File: src/rtl/tmr_pkg.sv
package tmr_pkg;

    typedef enum logic [1:0] {
        PS_DIV1   = 2'b00,
        PS_DIV16  = 2'b01,
        PS_DIV256 = 2'b10
    } presc_e;

    typedef struct packed {
        logic       enable;
        logic       periodic;
        logic       irq_en;
        logic       rsvd;
        logic [1:0] prescale;
        logic       size32;
        logic       oneshot;
    } ctrl_t;

    typedef enum logic [2:0] {
        RA_LOAD   = 3'd0,
        RA_VALUE  = 3'd1,
        RA_CTRL   = 3'd2,
        RA_CLEAR  = 3'd3,
        RA_RAW    = 3'd4,
        RA_MASKED = 3'd5
    } reg_addr_e;

endpackage

File: src/rtl/tmr_prescaler.sv
module tmr_prescaler
    import tmr_pkg::*;
#(
    parameter int MID_LOG2  = 4,
    parameter int HIGH_LOG2 = 8
) (
    input  logic       clk,
    input  logic       rst_n,
    input  logic       run,
    input  logic       tick,
    input  logic [1:0] sel,
    output logic       step
);
    localparam int PS_W = HIGH_LOG2;
    localparam logic [PS_W-1:0] MID_MASK  = PS_W'((1 << MID_LOG2) - 1);
    localparam logic [PS_W-1:0] HIGH_MASK = {PS_W{1'b1}};

    logic [PS_W-1:0] ps_d, ps_q;
    logic            hit;

    always_comb begin
        case (sel)
            PS_DIV16:  hit = (ps_q & MID_MASK) == MID_MASK;
            PS_DIV256: hit = ps_q == HIGH_MASK;
            default:   hit = 1'b1;
        endcase
        step = run & tick & hit;
        if (!run)
            ps_d = '0;
        else if (tick)
            ps_d = ps_q + 1'b1;
        else
            ps_d = ps_q;
    end

    always_ff @(posedge clk) begin
        if (!rst_n)
            ps_q <= '0;
        else
            ps_q <= ps_d;
    end
endmodule

File: src/rtl/tmr_counter.sv
module tmr_counter #(
    parameter int DATA_W   = 32,
    parameter int NARROW_W = 16
) (
    input  logic              clk,
    input  logic              rst_n,
    input  logic              step,
    input  logic              size32,
    input  logic              oneshot,
    input  logic              periodic,
    input  logic              wr_load,
    input  logic              wr_value,
    input  logic              clr_raw,
    input  logic [DATA_W-1:0] wdata,
    output logic [DATA_W-1:0] load_val,
    output logic [DATA_W-1:0] count_val,
    output logic              raw,
    output logic              stop_req
);
    localparam logic [DATA_W-1:0] WIDE_MASK   = {DATA_W{1'b1}};
    localparam logic [DATA_W-1:0] NARROW_MASK = DATA_W'({NARROW_W{1'b1}});
    localparam logic [DATA_W-1:0] ONE         = DATA_W'(1);

    typedef struct packed {
        logic [DATA_W-1:0] load;
        logic [DATA_W-1:0] count;
        logic              raw;
    } cnt_state_t;

    cnt_state_t st_d, st_q;
    logic [DATA_W-1:0] mask, cur;
    logic              raw_set;

    always_comb begin
        mask    = size32 ? WIDE_MASK : NARROW_MASK;
        cur     = st_q.count & mask;
        st_d    = st_q;
        raw_set = 1'b0;
        if (wr_load) begin
            st_d.load  = wdata;
            st_d.count = wdata;
        end else if (wr_value) begin
            st_d.count = wdata;
        end else if (step) begin
            if (cur == '0) begin
                if (oneshot)
                    st_d.count = '0;
                else if (periodic)
                    st_d.count = st_q.load & mask;
                else
                    st_d.count = mask;
            end else begin
                st_d.count = cur - ONE;
                raw_set    = (cur == ONE);
            end
        end
        if (raw_set)
            st_d.raw = 1'b1;
        else if (clr_raw)
            st_d.raw = 1'b0;
        stop_req  = step & oneshot & (cur <= ONE);
        load_val  = st_q.load;
        count_val = cur;
        raw       = st_q.raw;
    end

    always_ff @(posedge clk) begin
        if (!rst_n)
            st_q <= '0;
        else
            st_q <= st_d;
    end
endmodule

File: src/rtl/tick_down_timer.sv
module tick_down_timer
    import tmr_pkg::*;
#(
    parameter int DATA_W    = 32,
    parameter int NARROW_W  = 16,
    parameter int ADDR_W    = 3,
    parameter int MID_LOG2  = 4,
    parameter int HIGH_LOG2 = 8
) (
    input  logic              clk,
    input  logic              rst_n,
    input  logic              tick_en,
    input  logic              bus_sel,
    input  logic              bus_wr,
    input  logic [ADDR_W-1:0] bus_addr,
    input  logic [DATA_W-1:0] bus_wdata,
    output logic [DATA_W-1:0] bus_rdata,
    output logic              irq
);
    localparam int CTRL_W = $bits(ctrl_t);

    ctrl_t             ctrl_d, ctrl_q;
    logic              wr_any, wr_load, wr_value, wr_ctrl, wr_clr;
    logic              step_w, raw_w, stop_w;
    logic [DATA_W-1:0] load_w, count_w;

    assign wr_any   = bus_sel & bus_wr;
    assign wr_load  = wr_any & (bus_addr == ADDR_W'(RA_LOAD));
    assign wr_value = wr_any & (bus_addr == ADDR_W'(RA_VALUE));
    assign wr_ctrl  = wr_any & (bus_addr == ADDR_W'(RA_CTRL));
    assign wr_clr   = wr_any & (bus_addr == ADDR_W'(RA_CLEAR));

    tmr_prescaler #(
        .MID_LOG2 (MID_LOG2),
        .HIGH_LOG2(HIGH_LOG2)
    ) u_pre (
        .clk  (clk),
        .rst_n(rst_n),
        .run  (ctrl_q.enable),
        .tick (tick_en),
        .sel  (ctrl_q.prescale),
        .step (step_w)
    );

    tmr_counter #(
        .DATA_W  (DATA_W),
        .NARROW_W(NARROW_W)
    ) u_cnt (
        .clk      (clk),
        .rst_n    (rst_n),
        .step     (step_w),
        .size32   (ctrl_q.size32),
        .oneshot  (ctrl_q.oneshot),
        .periodic (ctrl_q.periodic),
        .wr_load  (wr_load),
        .wr_value (wr_value),
        .clr_raw  (wr_clr),
        .wdata    (bus_wdata),
        .load_val (load_w),
        .count_val(count_w),
        .raw      (raw_w),
        .stop_req (stop_w)
    );

    always_comb begin
        ctrl_d = ctrl_q;
        if (wr_ctrl) begin
            ctrl_d      = ctrl_t'(bus_wdata[CTRL_W-1:0]);
            ctrl_d.rsvd = 1'b0;
        end else if (stop_w) begin
            ctrl_d.enable = 1'b0;
        end
    end

    always_ff @(posedge clk) begin
        if (!rst_n)
            ctrl_q <= '0;
        else
            ctrl_q <= ctrl_d;
    end

    assign irq = raw_w & ctrl_q.irq_en;

    always_comb begin
        case (bus_addr)
            ADDR_W'(RA_LOAD):   bus_rdata = load_w;
            ADDR_W'(RA_VALUE):  bus_rdata = count_w;
            ADDR_W'(RA_CTRL):   bus_rdata = DATA_W'(ctrl_q);
            ADDR_W'(RA_RAW):    bus_rdata = DATA_W'(raw_w);
            ADDR_W'(RA_MASKED): bus_rdata = DATA_W'(irq);
            default:            bus_rdata = '0;
        endcase
    end
endmodule

File: config.mk
export PLATFORM = sky130hd
export DESIGN_NAME = tick_down_timer
export DESIGN_NICKNAME = d
export VERILOG_FILES = /design/src/rtl/tmr_pkg.sv /design/src/rtl/tmr_prescaler.sv /design/src/rtl/tmr_counter.sv /design/src/rtl/tick_down_timer.sv
export SDC_FILE = /design/constraint.sdc
export NUM_CORES = 1
export LEC_CHECK = 0
export BUFFER_PORTS_ARGS = -buffer_cell sky130_fd_sc_hd__buf_4
export CORE_ASPECT_RATIO = 1.75
export CORE_MARGIN = 2
export CORE_UTILIZATION = 65
export CTS_BUF_LIST = sky130_fd_sc_hd__clkbuf_2 sky130_fd_sc_hd__clkbuf_4 sky130_fd_sc_hd__clkbuf_8
export CTS_CLUSTER_DIAMETER = 40
export DETAILED_ROUTE_END_ITERATION = 7
export GPL_TIMING_DRIVEN = 0
export PLACE_DENSITY = 0.95
export SLEW_MARGIN = 20
export SYNTH_ARGS = -nofsm -noshare
export SYNTH_HDL_FRONTEND = slang
export SYNTH_HIERARCHICAL = 1
export SYNTH_SLANG_ARGS = --single-unit
File: constraint.sdc
create_clock -name clk -period 4.9 [get_ports clk]
set_input_delay 0.98 -clock clk [delete_from_list [all_inputs] [get_ports clk]]
set_output_delay 0.98 -clock clk [all_outputs]
set_load 0.03 [all_outputs]
==> metrics.json <==
{
  "status": {"value": "finished, final reports clean"},
  "worstPathRequired": {"value": 5170, "unit": "ps"},
  "netlist_area": {"value": 5537, "unit": "um2"},
  "finalHoldViolCount": {"value": 0},
  "wl_per_cell": {"value": 22.72, "unit": "um"},
  "clockRootBuffer": {"value": "sky130_fd_sc_hd__clkbuf_8"},
  "maxSlewViolCount": {"value": 0},
  "finalWorstPathRequiredPeriod": {"value": 4524, "unit": "ps"},
  "critical_path_arrival": {"value": 4800, "unit": "ps"},
  "power_switching_share": {"value": 33.87, "unit": "%"},
  "max-vdd-ir-drop": {"value": 0.2071, "unit": "mV"},
  "min-delay-path-class": {"value": "reg -> reg"},
  "quantity_of_i_o_buffers_inserted_on_ports": {"value": 71},
  "postSynthRegisterBits": {"value": 80},
  "mostFrequentLayoutCell": {"value": "sky130_fd_sc_hd__buf_4"},
  "num_vias": {"value": 5965},
  "critical_path.startpoint_type": {"value": "input pin"},
  "pin_count_of_the_biggest_net_entering_global_routing": {"value": 14},
  "groute.layer.met1.usage": {"value": 51.18, "unit": "%"},
  "slowest_stage": {"value": "sky130_fd_sc_hd__clkbuf_1"},
  "layout_worst_path_cycle_share": {"value": 92.32, "unit": "%"},
  "drt_iter0_markers": {"value": 785},
  "design.core.area": {"value": 8313, "unit": "um2"},
  "edff_count_synth": {"value": 0},
  "post_cts.repair.setup_buffers": {"value": 0},
  "antenna_violations_before_repair": {"value": 0},
  "grt_first_pass_wirelength": {"value": 31520, "unit": "um"},
  "synth_top_flop_cell": {"value": "sky130_fd_sc_hd__dfxtp_1"},
  "timing.critical_path.to_type": {"value": "flop"},
  "worstSetupPathDepth": {"value": 12},
  "number_of_sinks_driven_by_the_clock_tree": {"value": 80},
  "hold_buffers": {"value": 0},
  "cts.htree.levels": {"value": 3},
  "max_cap_violations": {"value": 0},
  "crit_type": {"value": "in -> reg"},
  "grt_pass1_vias": {"value": 6067},
  "internal-power": {"value": 1021, "unit": "uW"},
  "multi_input_comb_area": {"value": 3244, "unit": "um2"},
  "setup_tns": {"value": 0, "unit": "ps"},
  "synthCells": {"value": 685},
  "placement_rows": {"value": 44},
  "vias_per_inst": {"value": 6.725},
  "tritoncts.num_buffers": {"value": 9},
  "drt_first_pass_iters": {"value": 7},
  "dieWidth": {"value": 73.77, "unit": "um"},
  "drt_drc_violations_left": {"value": 0},
  "fillerInstances": {"value": 615},
  "syn_to_final_growth": {"value": 15.44, "unit": "%"},
  "crit_buf_inv": {"value": 7},
  "min_delay_path_depth": {"value": 2},
  "initial_util": {"value": 66.60, "unit": "%"},
  "tritoncts": {"value": "yes"},
  "number_of_nets_in_the_final_layout": {"value": 812},
  "antenna_cell_count": {"value": 0},
  "chipHeight": {"value": 126.1, "unit": "um"},
  "design.die.area": {"value": 9301, "unit": "um2"},
  "hold-worst-slack": {"value": 507.3, "unit": "ps"},
  "p_switching": {"value": 523.0, "unit": "uW"},
  "grt_remaining_overflow": {"value": 0},
  "met3_usage": {"value": 10.16, "unit": "%"},
  "postSynthAreaPerCell": {"value": 8.083, "unit": "um2"},
  "cts-resized-gates": {"value": 0},
  "place_congestion": {"value": 1.030},
  "timing.critical_path.fanout_max": {"value": 10},
  "path_delay_family": {"value": "buffers and inverters"},
  "critPathMaxStageDelay": {"value": 640, "unit": "ps"},
  "finalCoreUtilization": {"value": 76.88, "unit": "%"},
  "drive_above_1_share": {"value": 21.76, "unit": "%"},
  "fmaxAchievable": {"value": 0.2211, "unit": "GHz"},
  "slew_headroom": {"value": 37.89, "unit": "%"},
  "timing.critical_path.cells": {"value": "buf_4 -> buf_6 -> nor3_4 -> buf_6 -> and3_1 -> clkbuf_1 -> or2_2 -> clkbuf_1 -> clkbuf_1 -> clkbuf_1 -> a21oi_1 -> o32ai_1"},
  "clk_pin_slew": {"value": 80, "unit": "ps"},
  "seq_power_share": {"value": 44.0, "unit": "%"},
  "area.sequential": {"value": 1602, "unit": "um2"},
  "antenna_violating_nets_post_route": {"value": 0},
  "finalClockSkew": {"value": 13.40, "unit": "ps"},
  "power.share.clock": {"value": 30.0, "unit": "%"},
  "crit_path_frequent_cell": {"value": "sky130_fd_sc_hd__clkbuf_1"},
  "cellPowerDensity": {"value": 241.6, "unit": "nW/um2"},
  "gr-usage-all-layers": {"value": 44.69, "unit": "%"},
  "rsz0062_at_grt": {"value": "false"},
  "detailedPlacementHpwl": {"value": 14560, "unit": "um"},
  "share_comb_of_total_power": {"value": 26.0, "unit": "%"},
  "cts-root-to-sink-buffers": {"value": 2},
  "yosys_warnings": {"value": 6},
  "synth.lib_cells_used.distinct": {"value": 63},
  "layout.cells.most_common_list": {"value": "120 x sky130_fd_sc_hd__buf_4, 80 x sky130_fd_sc_hd__dfxtp_1, 66 x sky130_fd_sc_hd__nor2_1"},
  "wl": {"value": 20150, "unit": "um"},
  "worst_pin_slew": {"value": 929.6, "unit": "ps"},
  "seq_area_frac_synth": {"value": 28.93, "unit": "%"},
  "reg2regPathDepth": {"value": 10},
  "power.static_leakage": {"value": 0.002630, "unit": "uW"},
  "net_count_after_synthesis": {"value": 730},
  "io-pin-count": {"value": 73},
  "setup_viol_count_final": {"value": 0},
  "clk-insertion-delay-late": {"value": 370, "unit": "ps"},
  "globalRouteMet2Util": {"value": 72.69, "unit": "%"},
  "async_flop_share": {"value": 0, "unit": "%"},
  "grt_peak_use_layer": {"value": "met2"}
}
path summary, 6_finish.rpt:
path | startpoint | end | slack, ps
setup / recovery | bus_addr[0] | u_cnt/st_q[6] | 380
setup reg to reg | u_cnt/st_q[1] | ctrl_q[7] | 700
hold / removal | u_cnt/raw | u_cnt/raw | 510
hold reg to reg | u_cnt/raw | u_cnt/raw | 510
Yosys cell counts, drive strengths merged (7+ instances only):
cell type  instances  share of area (%)
a21oi             32                2.9
a221oi             7                1.1
a22o              25                4.0
a2bb2oi            8                1.3
a311oi             7                1.1
a31oi              8               0.90
and2              14                1.6
and3              13                1.5
buf               65                9.3
clkbuf            32                2.2
dfxtp             80                 29
inv               14               0.95
mux2i             47                8.5
nand2             49                3.3
nand2b            10                1.1
nand3             11               0.99
nand4              8                1.0
nor2              67                4.6
nor3              13                1.6
nor4              10                1.4
o211ai            14                1.9
o21a               8                1.1
o21ai             52                4.7
or3               16                1.8
or4                8                1.3
xnor2             13                2.1
xor2               7                1.1
stage by stage:
| step | cells | total power (uW) | worst slack, ps | area, um2 |
|---|---|---|---|---|
| 2_1_floorplan | 685 | 944.8 | 1712 | 5537 |
| 3_3_place_gp | 871 | 1068 | 311.8 | 6213 |
| 3_5_place_dp | 871 | 1075 | 269.4 | 6213 |
| 4_1_cts | 887 | 1522 | 661.5 | 6390 |
| 5_1_grt | 887 | 1587 | 383.4 | 6391 |
| 6_report | 887 | 1544 | 376.3 | 6391 |
state kept, by name (all words and copies together), names as in the netlist:
signal,cells
u_cnt/load_val,32
u_cnt/st_q,32
u_pre/ps_q,8
ctrl_q,7
u_cnt/raw,1
area by class of cell:
class	instances	area share, %
repair buffers	71	8.340
multi-input cells	493	50.76
clock buffers	11	2.271
inverters	15	0.8810
well taps	115	2.251
flip-flops and latches	80	25.06
clock inverters	5	0.4894
plain buffers	97	9.945
power by group through the flow:
stage	registers, uW	logic, uW	clock network [uW]
6_report	679	402	464
5_1_grt	680	420	487
4_1_cts	678	384	460
3_5_place_dp	693	382	0
3_3_place_gp	693	375	0
2_1_floorplan	688	257	0
worst reg2reg max path, delay by kind of cell, from the launching register on:
kind	cells	cell delay (ps)
AND/OR/NAND/NOR	5	2690
buffers and inverters	2	490
flip-flops	1	360
AO/OA/AOI/OAI	1	280
adder cells (fa/ha/maj)	1	190
multiplexers	1	70
cell families after synthesis:
| group | count (synthesis) | share of synthesized area [%] |
|---|---|---|
| compound gates | 189 | 23.39 |
| xor+xnor | 20 | 3.164 |
| fa+ha+maj | 5 | 1.130 |
| buf+inv | 112 | 12.50 |
| flops | 80 | 28.93 |
| mux | 47 | 8.497 |
| simple gates | 232 | 22.40 |
layer usage:
metal / wire (um) / vias to the layer above / share of wire, %
met4: 1425 / 0 / 7.1
met1: 7003 / 2737 / 35
met5: 0 / - / 0
met2: 9840 / 476 / 49
met3: 1881 / 129 / 9.3
li1: - / 2623 / -
No activity file was read; power rests on OpenSTA's default activity.
